===== config.mk =====
export PLATFORM = sky130hd
export DESIGN_NAME = sdram_init_seq
export DESIGN_NICKNAME = d
export VERILOG_FILES = /design/src/rtl/sdram_init_pkg.sv /design/src/rtl/init_step_timer.sv /design/src/rtl/init_cmd_drive.sv /design/src/rtl/sdram_init_seq.sv
export SDC_FILE = /design/constraint.sdc
export NUM_CORES = 1
export LEC_CHECK = 0
export BUFFER_PORTS_ARGS = -buffer_cell sky130_fd_sc_hd__clkbuf_2
export CORE_ASPECT_RATIO = 2
export CORE_MARGIN = 2
export CORE_UTILIZATION = 25
export DETAILED_ROUTE_END_ITERATION = 10
export PLACE_DENSITY = 0.39
export SYNTH_ARGS = -nofsm -noshare
export SYNTH_HDL_FRONTEND = slang
export SYNTH_SLANG_ARGS = --single-unit

===== constraint.sdc =====
create_clock -name clk -period 2.1 [get_ports clk]
set_input_delay 0.105 -clock clk [delete_from_list [all_inputs] [get_ports clk]]
set_output_delay 0.105 -clock clk [all_outputs]
set_load 0.02 [all_outputs]

===== src/rtl/sdram_init_pkg.sv =====
// Package: shared command codes, script phases and a width helper for the
// power-up sequencer. Command codes are {cs_n, ras_n, cas_n, we_n}.
package sdram_init_pkg;

    typedef enum logic [3:0] {
        CMD_LMR = 4'b0000,
        CMD_REF = 4'b0001,
        CMD_PRE = 4'b0010,
        CMD_NOP = 4'b0111
    } sdram_cmd_e;

    typedef enum logic [3:0] {
        PH_POWERUP,
        PH_PRECHARGE,
        PH_WAIT_RP,
        PH_REFRESH_A,
        PH_WAIT_RFC_A,
        PH_REFRESH_B,
        PH_WAIT_RFC_B,
        PH_LOAD_MODE,
        PH_WAIT_MRD,
        PH_READY
    } init_phase_e;

    // Larger of two cycle counts, used to size the shared timer.
    function automatic int unsigned max2(input int unsigned a, input int unsigned b);
        return (a > b) ? a : b;
    endfunction

endpackage


===== src/rtl/init_step_timer.sv =====
// Module: down-counter shared by every wait of the script.
// Assumes load has priority over dec; expired is high while the count is zero.
module init_step_timer #(
    parameter int unsigned CNT_W     = 8,
    parameter int unsigned RESET_VAL = 0
) (
    input  logic             clk,
    input  logic             rst_n,
    input  logic             load,
    input  logic [CNT_W-1:0] load_val,
    input  logic             dec,
    output logic             expired
);
    logic [CNT_W-1:0] cnt_q;

    // Reload on request, otherwise count down towards zero.
    always_ff @(posedge clk) begin
        if (!rst_n) begin
            cnt_q <= CNT_W'(RESET_VAL);
        end else if (load) begin
            cnt_q <= load_val;
        end else if (dec && (cnt_q != '0)) begin
            cnt_q <= cnt_q - 1'b1;
        end
    end

    assign expired = (cnt_q == '0);

endmodule


===== src/rtl/init_cmd_drive.sv =====
// Module: registers the command, address and done flag onto the pins.
// Assumes the script never issues two commands on back-to-back cycles.
// The bank bus stays at zero, which a precharge of all banks ignores and a
// mode load needs.
module init_cmd_drive
    import sdram_init_pkg::*;
#(
    parameter int unsigned ADDR_W     = 12,
    parameter int unsigned BA_W       = 2,
    parameter int unsigned ALL_BANK_B = 10,
    parameter int unsigned MODE_DEF_W = 10
) (
    input  logic              clk,
    input  logic              rst_n,
    input  sdram_cmd_e        cmd,
    input  logic [ADDR_W-1:0] mode_word,
    input  logic              ready,
    output logic              cs_n,
    output logic              ras_n,
    output logic              cas_n,
    output logic              we_n,
    output logic [ADDR_W-1:0] addr,
    output logic [BA_W-1:0]   ba,
    output logic              init_done
);
    localparam logic [ADDR_W-1:0] MODE_MASK = (ADDR_W'(1) << MODE_DEF_W) - ADDR_W'(1);
    localparam logic [ADDR_W-1:0] ALL_BANKS = ADDR_W'(1) << ALL_BANK_B;

    logic [3:0]        cmd_q;
    logic [ADDR_W-1:0] addr_d;
    logic [ADDR_W-1:0] addr_q;
    logic              done_q;

    // Address content for the command about to be issued.
    always_comb begin
        case (cmd)
            CMD_PRE: addr_d = ALL_BANKS;
            CMD_LMR: addr_d = mode_word & MODE_MASK;
            default: addr_d = '0;
        endcase
    end

    // Pin registers; reset leaves the bus in NOP.
    always_ff @(posedge clk) begin
        if (!rst_n) begin
            cmd_q  <= CMD_NOP;
            addr_q <= '0;
            done_q <= 1'b0;
        end else begin
            cmd_q  <= cmd;
            addr_q <= addr_d;
            done_q <= ready;
        end
    end

    assign {cs_n, ras_n, cas_n, we_n} = cmd_q;
    assign addr      = addr_q;
    assign ba        = '0;
    assign init_done = done_q;

    // a precharge always selects all banks.
    a_r4_pre_all_banks: assert property (@(posedge clk) disable iff (!rst_n)
        (cmd_q == CMD_PRE) |-> (addr_q == ALL_BANKS));
    // the mode load never drives the reserved bits or a bank.
    a_r6_lmr_reserved_low: assert property (@(posedge clk) disable iff (!rst_n)
        (cmd_q == CMD_LMR) |-> ((addr_q & ~MODE_MASK) == '0) && (ba == '0));
    // done is sticky until reset.
    a_r7_done_sticky: assert property (@(posedge clk) disable iff (!rst_n)
        done_q |=> done_q);
    // the bus is quiet once done.
    a_r7_quiet_after_done: assert property (@(posedge clk) disable iff (!rst_n)
        done_q |-> (cmd_q == CMD_NOP));
    // every issued command is followed by a NOP.
    a_r7_nop_after_cmd: assert property (@(posedge clk) disable iff (!rst_n)
        (cmd_q != CMD_NOP) |=> (cmd_q == CMD_NOP));

endmodule


===== src/rtl/sdram_init_seq.sv =====
// Module: top of the power-up sequencer. It walks a fixed script: a quiet
// period, a precharge of all banks, two refreshes, a mode load and a final
// wait, then raises init_done.
// Assumes every wait parameter is at least 2 and T_POWERUP is at least 1.
module sdram_init_seq
    import sdram_init_pkg::*;
#(
    parameter int unsigned T_POWERUP = 10000,
    parameter int unsigned T_RP      = 3,
    parameter int unsigned T_RFC     = 7,
    parameter int unsigned T_MRD     = 2,
    parameter int unsigned ADDR_W    = 12,
    parameter int unsigned BA_W      = 2
) (
    input  logic              clk,
    input  logic              rst_n,
    input  logic              clk_stable,
    input  logic [ADDR_W-1:0] mode_word,
    output logic              cs_n,
    output logic              ras_n,
    output logic              cas_n,
    output logic              we_n,
    output logic [ADDR_W-1:0] addr,
    output logic [BA_W-1:0]   ba,
    output logic              init_done
);
    localparam int unsigned MAX_T = max2(max2(T_POWERUP, T_RP), max2(T_RFC, T_MRD));
    localparam int unsigned CNT_W = (MAX_T < 2) ? 1 : $clog2(MAX_T + 1);
    localparam logic [CNT_W-1:0] LD_PWR = CNT_W'(T_POWERUP - 1);
    localparam logic [CNT_W-1:0] LD_RP  = CNT_W'(T_RP - 2);
    localparam logic [CNT_W-1:0] LD_RFC = CNT_W'(T_RFC - 2);
    localparam logic [CNT_W-1:0] LD_MRD = CNT_W'(T_MRD - 2);

    init_phase_e      phase_q, phase_d;
    sdram_cmd_e       cmd;
    logic             tmr_load, tmr_dec, tmr_expired;
    logic [CNT_W-1:0] tmr_val;

    // Phase register of the script.
    always_ff @(posedge clk) begin
        if (!rst_n) phase_q <= PH_POWERUP;
        else        phase_q <= phase_d;
    end

    // Next phase, the command of this cycle and the timer control.
    always_comb begin
        phase_d  = phase_q;
        cmd      = CMD_NOP;
        tmr_load = 1'b0;
        tmr_dec  = 1'b0;
        tmr_val  = '0;
        case (phase_q)
            PH_POWERUP: begin
                if (!clk_stable) begin
                    tmr_load = 1'b1;
                    tmr_val  = LD_PWR;
                end else if (tmr_expired) begin
                    phase_d = PH_PRECHARGE;
                end else begin
                    tmr_dec = 1'b1;
                end
            end
            PH_PRECHARGE: begin
                cmd = CMD_PRE; tmr_load = 1'b1; tmr_val = LD_RP; phase_d = PH_WAIT_RP;
            end
            PH_WAIT_RP: begin
                if (tmr_expired) phase_d = PH_REFRESH_A; else tmr_dec = 1'b1;
            end
            PH_REFRESH_A: begin
                cmd = CMD_REF; tmr_load = 1'b1; tmr_val = LD_RFC; phase_d = PH_WAIT_RFC_A;
            end
            PH_WAIT_RFC_A: begin
                if (tmr_expired) phase_d = PH_REFRESH_B; else tmr_dec = 1'b1;
            end
            PH_REFRESH_B: begin
                cmd = CMD_REF; tmr_load = 1'b1; tmr_val = LD_RFC; phase_d = PH_WAIT_RFC_B;
            end
            PH_WAIT_RFC_B: begin
                if (tmr_expired) phase_d = PH_LOAD_MODE; else tmr_dec = 1'b1;
            end
            PH_LOAD_MODE: begin
                cmd = CMD_LMR; tmr_load = 1'b1; tmr_val = LD_MRD; phase_d = PH_WAIT_MRD;
            end
            PH_WAIT_MRD: begin
                if (tmr_expired) phase_d = PH_READY; else tmr_dec = 1'b1;
            end
            PH_READY: phase_d = PH_READY;
            default:  phase_d = PH_POWERUP;
        endcase
    end

    init_step_timer #(
        .CNT_W     (CNT_W),
        .RESET_VAL (T_POWERUP - 1)
    ) u_timer (
        .clk      (clk),
        .rst_n    (rst_n),
        .load     (tmr_load),
        .load_val (tmr_val),
        .dec      (tmr_dec),
        .expired  (tmr_expired)
    );

    init_cmd_drive #(
        .ADDR_W (ADDR_W),
        .BA_W   (BA_W)
    ) u_drive (
        .clk       (clk),
        .rst_n     (rst_n),
        .cmd       (cmd),
        .mode_word (mode_word),
        .ready     (phase_q == PH_READY),
        .cs_n      (cs_n),
        .ras_n     (ras_n),
        .cas_n     (cas_n),
        .we_n      (we_n),
        .addr      (addr),
        .ba        (ba),
        .init_done (init_done)
    );

    // an unstable clock keeps the script in the quiet period.
    a_r3_hold_in_powerup: assert property (@(posedge clk) disable iff (!rst_n)
        (phase_q == PH_POWERUP && !clk_stable) |=> (phase_q == PH_POWERUP));
    // once left, the quiet period is never re-entered.
    a_r8_no_return: assert property (@(posedge clk) disable iff (!rst_n)
        (phase_q != PH_POWERUP) |=> (phase_q != PH_POWERUP));
    // no command leaves the block before the quiet period ends.
    a_r2_quiet_first: assert property (@(posedge clk) disable iff (!rst_n)
        (phase_q == PH_POWERUP) |-> (cmd == CMD_NOP));

endmodule


; After elaboration in Yosys (flattened, before gate mapping)
; Index checks and enable logic that the tools add are counted.
[totals]
reg_bits = 35
inputBits = 15
out_inout_bits = 19
elab_cells = 50
[classes]
add_sub_neg = 1
eq_ne = 16
muxes = 18
n_reduce_logical = 10
[op_table]
columns = cell, count
row1 = 14-bit two-way mux, 3
row2 = 14-bit case mux with 3 select lines, 1
row3 = 4-bit case mux with 10 select lines, 1
row4 = 4-bit two-way mux, 6
row5 = 11-bit case mux with 2 select lines, 1
row6 = "4-bit by 3-bit equality test with 1-bit output, second input constant", 4
row7 = 14-bit zero test, 1
row8 = 14-bit nonzero test, 1
row9 = "14-bit by 1-bit subtractor with 14-bit output, second input constant", 1
row10 = "2-bit != test, second input constant", 6
row11 = 3-bit case mux with 3 select lines, 1
row12 = "4-bit by 2-bit equality test with 1-bit output, second input constant", 2
row13 = "4-bit equality test, second input constant", 2
row14 = 4-bit zero test, 2
row15 = 4-bit OR reduction, 2
row16 = 6-bit AND reduction, 1
row17 = "4-bit by 1-bit equality test with 1-bit output, second input constant", 1
row18 = 1-bit case mux with 2 select lines, 2
row19 = "3-bit by 2-bit equality test with 1-bit output, second input constant", 1
row20 = 1-bit two-way mux, 3
row21 = 2-bit nonzero test, 1
row22 = 2-bit OR reduction, 1
row23 = 1-bit logical AND, 1

; Depth between registers and ports, before layout
; Gate-level depths: netlist of the first run.
[depth]
depth_word = 7
mapped_depth = 7
depth_no_buf = 7

; By module
; From an unflattened synthesis of the first run, not the netlist that was laid out.
[unflattened]
cells_unflattened = 199
hier_area_um2 = 1750.4
[modules_own_cells]
columns = module, n_inst, cells_each, area_per_inst_um2, seq_area_each_um2
row1 = init_step_timer, 1, 111, 903.4, 280.3
row2 = init_cmd_drive, 1, 52, 561.8, 320.3
row3 = sdram_init_seq, 1, 36, 285.3, 80.1

; Worst setup path before layout of the first run
; OpenSTA, ideal clock, no wires.
[synth_timing]
path_type = reg-to-reg
start = reg u_timer.cnt_q[0]
end = reg phase_q[0]
setup_ns = 0.103
t_arrival_ns = 1.672
required_time_ns = 1.997
setup_slack_ns = 0.324
path_stages_with_launch = 7
n_path_buf = 0
period_less_slack_ns = 1.776
path_cell_list = dfxtp_1 > inv_1 > ha_1 > nor3b_1 > nand4_2 > and2_2 > a2111oi_2
[synth_via]
elab_chain_cells = 3
word_cells_on_any_way = 7
classes_between = eq/ne (5) / reduce/logical (2)
[synth_rtl]
columns = element, line_no
row1 = "start, declared", init_step_timer.sv:14  ; logic [CNT_W-1:0] cnt_q;
row2 = "start signal, assigned", init_step_timer.sv:19  ; cnt_q <= CNT_W'(RESET_VAL);
row3 = "start signal, assigned", init_step_timer.sv:21  ; cnt_q <= load_val;
row4 = "start signal, assigned", init_step_timer.sv:23  ; cnt_q <= cnt_q - 1'b1;
row5 = 14-bit zero test (*), init_step_timer.sv:27  ; assign expired = (cnt_q == '0);
row6 = 2-bit != test (no source line), -
row7 = 6-bit AND reduction (no source line) (*), -
row8 = "end signal, assigned", sdram_init_seq.sv:42  ; else phase_q <= phase_d;
row9 = "end, declared", sdram_init_seq.sv:34  ; init_phase_e phase_q, phase_d;
; Every way passes the cells marked *; elsewhere a longest branch is shown, timed or not.
; A chain may end at the register's enable or synchronous reset.

; Final worst setup path of the first run
[layout_timing]
start = reg u_timer.cnt_q[1]
end = reg u_timer.cnt_q[9]
[layout_via]
elab_chain_cells = 6
word_cells_on_any_way = 10
classes_between = add/sub (1) / mux (5) / reduce/logical (4)
[layout_rtl]
columns = element
row1 = "parallel branches: the longest is 6 deep, another holds 14-bit by 1-bit subtractor with 14-bit output"
; Several ways; the timed one is not identified. The select of a mux whose other input is x is not followed.

==> summary.md, run 1 <==
| Metric | Value |
|---|---|
| Status | `completed` |
| Antenna Violating Nets Remaining | `0` |
| CP Data Required Time | `2.25 ns` |
| DRC Markers | `0` |
| Fin crit share | `90.04%` |
| Count leader, synth | `dfxtp_1` |
| Die ar. | `6611 sq um` |
| Share of post-route cells with drive strength above 1 | `27.86%` |
| FF-to-FF End | `u_timer.cnt_q[9]` |
| Clock tree buffer depth | `2` |
| Fin crit period | `1.891 ns` |
| Tot GR Track Use | `12.22%` |
| Drt wl/cell | `13.65 um` |
| Crit path launch type | `flop` |
| Design Area, Final | `1868 sq um` |
| H-tree lvl count | `2` |
| Ranking of synthesized cells by area | `dfxtp_1 44%, and2_1 5.1%, nor2_1 4.8%` |
| RSZ-0062 raised after global routing | `false` |
| Post-synth EDFFs | `0` |
| Peak supply drop | `579.3 uV` |
| CTS tree | `yes` |
| Fin nets | `217` |
| Area occupied by multi-input gates | `748.2 sq um` |
| FMAX | `528.8 MHz` |
| Largest area contributor in the netlist | `dfxtp_1` |
| Arrival @ worst endpoint | `2.04 ns` |
| HPWL after DPL | `2.888 mm` |
| Crit end category | `flop` |
| Tightest Hold Check Type | `input pin to flop` |
| Core Region | `5709 sq um` |
| M3 GR Usage | `3.086%` |
| Hold path depth | `2` |
| Detail-routed via count per cell | `4.805` |
| Slew Limit Fails | `0` |
| Yosys Warn Count | `0` |
| Final Skew | `0.001938 ns` |
| Slew margin rel. | `66.57%` |
| R2R depth | `7` |
| Diode count | `0` |
| Post-synthesis sequential area ratio | `44.48%` |
| Leak Pwr | `0.8046 nW` |
| Die height | `113 um` |
| Endpoints failing hold | `0` |
| Top FF cell, synth | `dfxtp_1` |
| Yosys top cell area share | `44.48%` |
| First-pass GRT wire length | `5.982 mm` |
| Layer with the highest usage | `met2` |
| R2R setup slack | `0.21 ns` |
| Largest net degree at the start of global routing | `13` |
| CTS hold repair buffers | `0` |
| CTS root buf | `clkbuf_16` |
| Tightest Pin Transition | `0.5007 ns` |
| First-pass iteration count of the detailed router | `3` |
| Total Neg Setup Slack | `0 ns` |
| Layout area overhead | `25.78%` |
| Synth unique cells | `46` |
| Reg clk slew, reported paths | `0.05 ns` |
| FFs w/ async S/R, synth | `0%` |
| WHS Endpoint | `u_drive.addr[4]` |
| Number of setup buffers added after CTS | `0` |
| Syn_area_per_cell | `9.225 sq um` |
| Via count | `1259` |
| Post-Synthesis Cells | `161` |
| Area post-placement | `1729 sq um` |
| Die X-Extent | `58.50 um` |
| Hold Startpoint | `mode_word[4]` |
| Met2 usage | `23.75%` |
| CP Class | `flop to flop` |
| CTS buffer count | `5` |
| Io pins | `34` |
| Number of synthesized register bits | `33` |
| Initial antenna violation count | `0` |
| Vias in the first global route | `1299` |
| R2r startpoint | `u_timer.cnt_q[1]` |
| Post-Route WL | `3.577 mm` |
| Crit-path max FO | `5` |
| TritonCTS Sinks | `33` |
| Post-synth top cells | `33 x dfxtp_1, 19 x nor2_1, 12 x and2_1, 9 x nand3_1, 7 x nand2_1` |
| Initial Utilization | `26.01%` |
| Post-CTS Resized | `0` |
| Met1 usage | `10.47%` |
| Grt ovf | `0` |
| Global placer's final weighted congestion | `0.7962` |
| Initial DRC Count | `7` |
| Row count | `39` |
| IO buf count | `27` |
| Max-Cap Viols | `0` |
| Finish-stage setup viols | `0` |
| Filler cell count | `597` |
| Reg area | `660.6 sq um` |
| Pwr Density | `737.4 nW/um^2` |
| Synth Cell Area | `1485 sq um` |
| Worst skew pair latency | `0.28 ns` |
sequential cells by signal, summed over array words and instances (netlist names):
signal             count
phase_q                4
u_timer.cnt_q         14
u_drive.addr          11
u_drive.init_done      1
u_drive.cmd_q          3
layout make-up:
class / instances / share of cell area [%]
Timing Repair Buffer: 39 / 12.06
Clock buffer: 6 / 6.899
Inverter: 5 / 1.005
Multi-Input combinational cell: 116 / 40.05
Sequential cell: 33 / 35.37
Tap cell: 61 / 4.086
Clock inverter: 2 / 0.5358
cells in the final DEF, fill, tap and decap left out, types with 4 or more instances in the layout:
master / count
a21oi_1: 6
a31oi_1: 4
and2_1: 12
buf_4: 12
clkbuf_16: 5
clkbuf_2: 27
conb_1: 4
dfxtp_1: 33
inv_1: 5
nand2_1: 7
nand3_1: 9
nor2_1: 19
nor3_1: 4
o21ai_0: 6
xor2_1: 4
layer usage:
metal  routed length, um  vias up
li1                    -      633
met4                 112        0
met3                 108       11
met1                1211      584
met2                2144       31
met5                   0        -
cell families (layout without fill, tap and decap cells):
kind of cell / Yosys count / after routing / synth area share (%)
AOI/OAI and AO/OA: 31 / 31 / 16.51
adders and majority gates: 2 / 2 / 1.685
and+or+nand+nor: 69 / 69 / 25.02
buffers and inverters: 15 / 52 / 5.897
xor gates and xnor gates: 7 / 7 / 4.128
DFF: 33 / 33 / 44.48
other: 1 / 4 / 0.2525
muxes: 3 / 3 / 2.022
critical path: stages, from the launching register on:
cell and delay [ns]:
dfxtp_1 0.33, inv_1 0.08, ha_1 0.15, nor3b_1 0.31, nand4_2 0.28, and2_2 0.31, nor2_1 0.18, o211ai_1 0.13
power breakdown:
| group | internal [mW] | switching, mW | total (mW) |
|---|---|---|---|
| Sequential | 0.630 | 0.00249 | 0.632 |
| Combinational | 0.0232 | 0.0305 | 0.0538 |
| Clock | 0.434 | 0.257 | 0.692 |
stage by stage:
stage / setup slack, ns / instances / utilization (%) / hold slack [ns] / power, mW
after floorplan: 0.3243 / 164 / - / 0.2267 / 0.6802
after global placement: 0.2584 / 254 / 30.29 / 0.3067 / 0.6995
after detailed placement: 0.2090 / 254 / 30.29 / 0.3071 / 0.6995
after CTS: 0.1882 / 262 / 32.72 / 0.01711 / 1.398
after global routing: 0.003699 / 262 / 32.72 / 0.03323 / 1.437
final: 0.2091 / 262 / 32.72 / 0.02215 / 1.378
how the worst max path moves through the flow:
stage                startpoint                to  slack [ns]  depth (start not counted)
2_1_floorplan  u_timer.cnt_q[0]        phase_q[0]        0.32                          6
3_3_place_gp   u_timer.cnt_q[1]  u_timer.cnt_q[3]        0.26                          7
3_5_place_dp   u_timer.cnt_q[1]  u_timer.cnt_q[9]        0.21                          7
4_1_cts        u_timer.cnt_q[1]  u_timer.cnt_q[9]        0.19                          7
5_1_grt        u_timer.cnt_q[1]  u_timer.cnt_q[9]       0.004                          7
6_report       u_timer.cnt_q[1]  u_timer.cnt_q[9]        0.21                          7
No activity file was read; power rests on OpenSTA's default activity.
==> inputs of run 2 (changes only) <==
- BUFFER_PORTS_ARGS: -buffer_cell sky130_fd_sc_hd__clkbuf_2 -> -buffer_cell sky130_fd_sc_hd__buf_2
==> run 2 against run 1 <==
  * Hold slack lost 0.00054 ns
  * Clock skew rose by 0.0028 ns
  * Wire length rose by 4.8%
==> summary.md, run 2 (same netlist as run 1, synthesis figures left out) <==
| Metric | Value |
|---|---|
| Die height | `113 um (unchanged)` |
| Initial Utilization | `26.01% (unchanged)` |
| Via count | `1286 (+2.1%)` |
| FMAX | `531.8 MHz (+0.56%)` |
| HPWL after DPL | `2.970 mm (+2.9%)` |
| R2r startpoint | `u_timer.cnt_q[1]` |
| Clock tree buffer depth | `2 (unchanged)` |
| CP Data Required Time | `2.25 ns (about the same)` |
| First-pass iteration count of the detailed router | `4 (+1)` |
| Tot GR Track Use | `12.54% (+0.32 points)` |
| Peak supply drop | `673.4 uV (+16%)` |
| Slew Limit Fails | `0 (unchanged)` |
| Worst path depth | `7 (unchanged)` |
| Antenna Violating Nets Remaining | `0 (unchanged)` |
| Critical path's slowest cell | `dfxtp_1` |
| Commonest non-fill, non-tap cell in the layout | `dfxtp_1` |
| Drt wl/cell | `14.30 um (+4.8%)` |
| Hold Startpoint | `mode_word[4]` |
| First-pass GRT wire length | `6.161 mm (+3.0%)` |
| Tightest Pin Transition | `0.5241 ns (+0.02341 ns)` |
| Reg clk slew, reported paths | `0.05 ns (about the same)` |
| Initial antenna violation count | `0 (unchanged)` |
| Crit end category | `flop` |
| Endpoints failing hold | `0 (unchanged)` |
| Die X-Extent | `58.50 um (unchanged)` |
| Tightest Hold Check Type | `input pin to flop` |
| Worst skew pair latency | `0.28 ns (about the same)` |
| IO buf count | `27 (unchanged)` |
| Io pins | `34 (unchanged)` |
| Final setup margin | `0.2197 ns (+0.01060 ns)` |
| Slew margin rel. | `65.01% (-1.6 points)` |
| CP bufs+invs | `1 (unchanged)` |
| Max FFs per register | `14 (unchanged)` |
| Hold path depth | `2 (unchanged)` |
| Share of post-route cells with drive strength above 1 | `28.36% (+0.50 points)` |
| Largest stage delay, worst path | `0.33 ns (about the same)` |
| Design Area, Final | `1919 sq um (+2.7%)` |
| CTS tree | `yes` |
| Global placer's final weighted congestion | `0.8098 (+1.7%)` |
| Fin nets | `217 (unchanged)` |
| RSZ-0062 raised after global routing | `false` |
| Fin crit share | `89.54% (-0.50 points)` |
| Reg with most FFs | `u_timer.cnt_q` |
| Most frequent cells in the layout | `33 x dfxtp_1, 27 x buf_2, 19 x nor2_1` |
| Status | `completed` |
| Largest net degree at the start of global routing | `13 (unchanged)` |
| CTS buffer count | `5 (unchanged)` |
| Finish-stage setup viols | `0 (unchanged)` |
| Crit-path cells | `inv_1 -> ha_1 -> nor3b_1 -> nand4_2 -> and2_2 -> nor2_1 -> o211ai_1` |
| Filler cell count | `596 (-0.17%)` |
| Crit path launch type | `flop` |
| R2R setup slack | `0.22 ns (about the same)` |
| Fin crit period | `1.880 ns (-0.01060 ns)` |
| Crit path max-delay family | `simple AND/OR/NAND/NOR gates` |
| Post-Route WL | `3.747 mm (+4.8%)` |
| Detail-routed via count per cell | `4.908 (+2.1%)` |
| Total Neg Setup Slack | `0 ns (unchanged)` |
| R2R depth | `7 (unchanged)` |
| CP Class | `flop to flop` |
| Layout area overhead | `29.23%` |
| Arrival @ worst endpoint | `2.03 ns (about the same)` |
| Setup WS pre-CTS | `0.2182 ns (+0.009166 ns)` |
| Post-CTS Resized | `0 (unchanged)` |
| Final Skew | `0.004777 ns (+0.002839 ns)` |
| TritonCTS Sinks | `33 (unchanged)` |
| Core Region | `5709 sq um (unchanged)` |
| WHS Endpoint | `u_drive.addr[4]` |
| CTS hold repair buffers | `0 (unchanged)` |
| Leak Pwr | `0.8324 nW (+3.5%)` |
| FF-to-FF End | `u_timer.cnt_q[9]` |
| Pwr Density | `849.1 nW/um^2 (+15%)` |
| Vias in the first global route | `1305 (+0.46%)` |
| Number of setup buffers added after CTS | `0 (unchanged)` |
| DRC Markers | `0 (unchanged)` |
| Area post-placement | `1729 sq um (unchanged)` |
| Row count | `39 (unchanged)` |
| Crit-path max FO | `5 (unchanged)` |
| Die ar. | `6611 sq um (unchanged)` |
| Initial DRC Count | `17 (+10)` |
| Diode count | `0 (unchanged)` |
| Grt ovf | `0 (unchanged)` |
| H-tree lvl count | `2 (unchanged)` |
| Max-Cap Viols | `0 (unchanged)` |
| CTS root buf | `clkbuf_16` |
run 2: worst max path at each step:
stage                     start                to
2_1_floorplan  u_timer.cnt_q[0]        phase_q[0]
3_3_place_gp   u_timer.cnt_q[1]  u_timer.cnt_q[3]
3_5_place_dp   u_timer.cnt_q[1]  u_timer.cnt_q[9]
4_1_cts        u_timer.cnt_q[1]  u_timer.cnt_q[9]
5_1_grt        u_timer.cnt_q[1]  u_timer.cnt_q[9]
6_report       u_timer.cnt_q[1]  u_timer.cnt_q[9]
run 2: routing by layer:
layer | share of wire [%] | global-route usage, % | up-vias
li1 | - | - | 632
met1 | 34 | 10.70 | 592
met2 | 57 | 23.75 | 48
met3 | 4.2 | 2.629 | 14
met4 | 5.6 | 9.147 | 0
met5 | 0 | 0 | -
run 2: layout make-up:
cell class	count	area, sq um	share of cell area [%]
Clock inverter	3	65.06	3.390
Sequential cell	33	660.6	34.42
Tap cell	61	76.32	3.977
Clock buffer	5	125.1	6.519
Multi-Input combinational cell	116	748.2	38.98
Inverter	5	18.77	0.9778
Timing Repair Buffer	39	225.2	11.73
run 2: where the power goes:
part,total [mW],internal [mW],switching [mW]
clock,0.944,0.677,0.267
sequential,0.632,0.629,0.00248
combinational,0.0541,0.0232,0.0309
run 2: stage by stage:
stage | utilization (%) | hold WS [ns] | power (mW) | std cells
final | 33.62 | 0.02162 | 1.630 | 262
after global routing | 33.62 | 0.02762 | 1.687 | 262
after CTS | 33.62 | 0.01485 | 1.657 | 262
after detailed placement | 30.29 | 0.3089 | 0.7000 | 254
after global placement | 30.29 | 0.3061 | 0.6993 | 254
after floorplan | - | 0.2267 | 0.6802 | 164
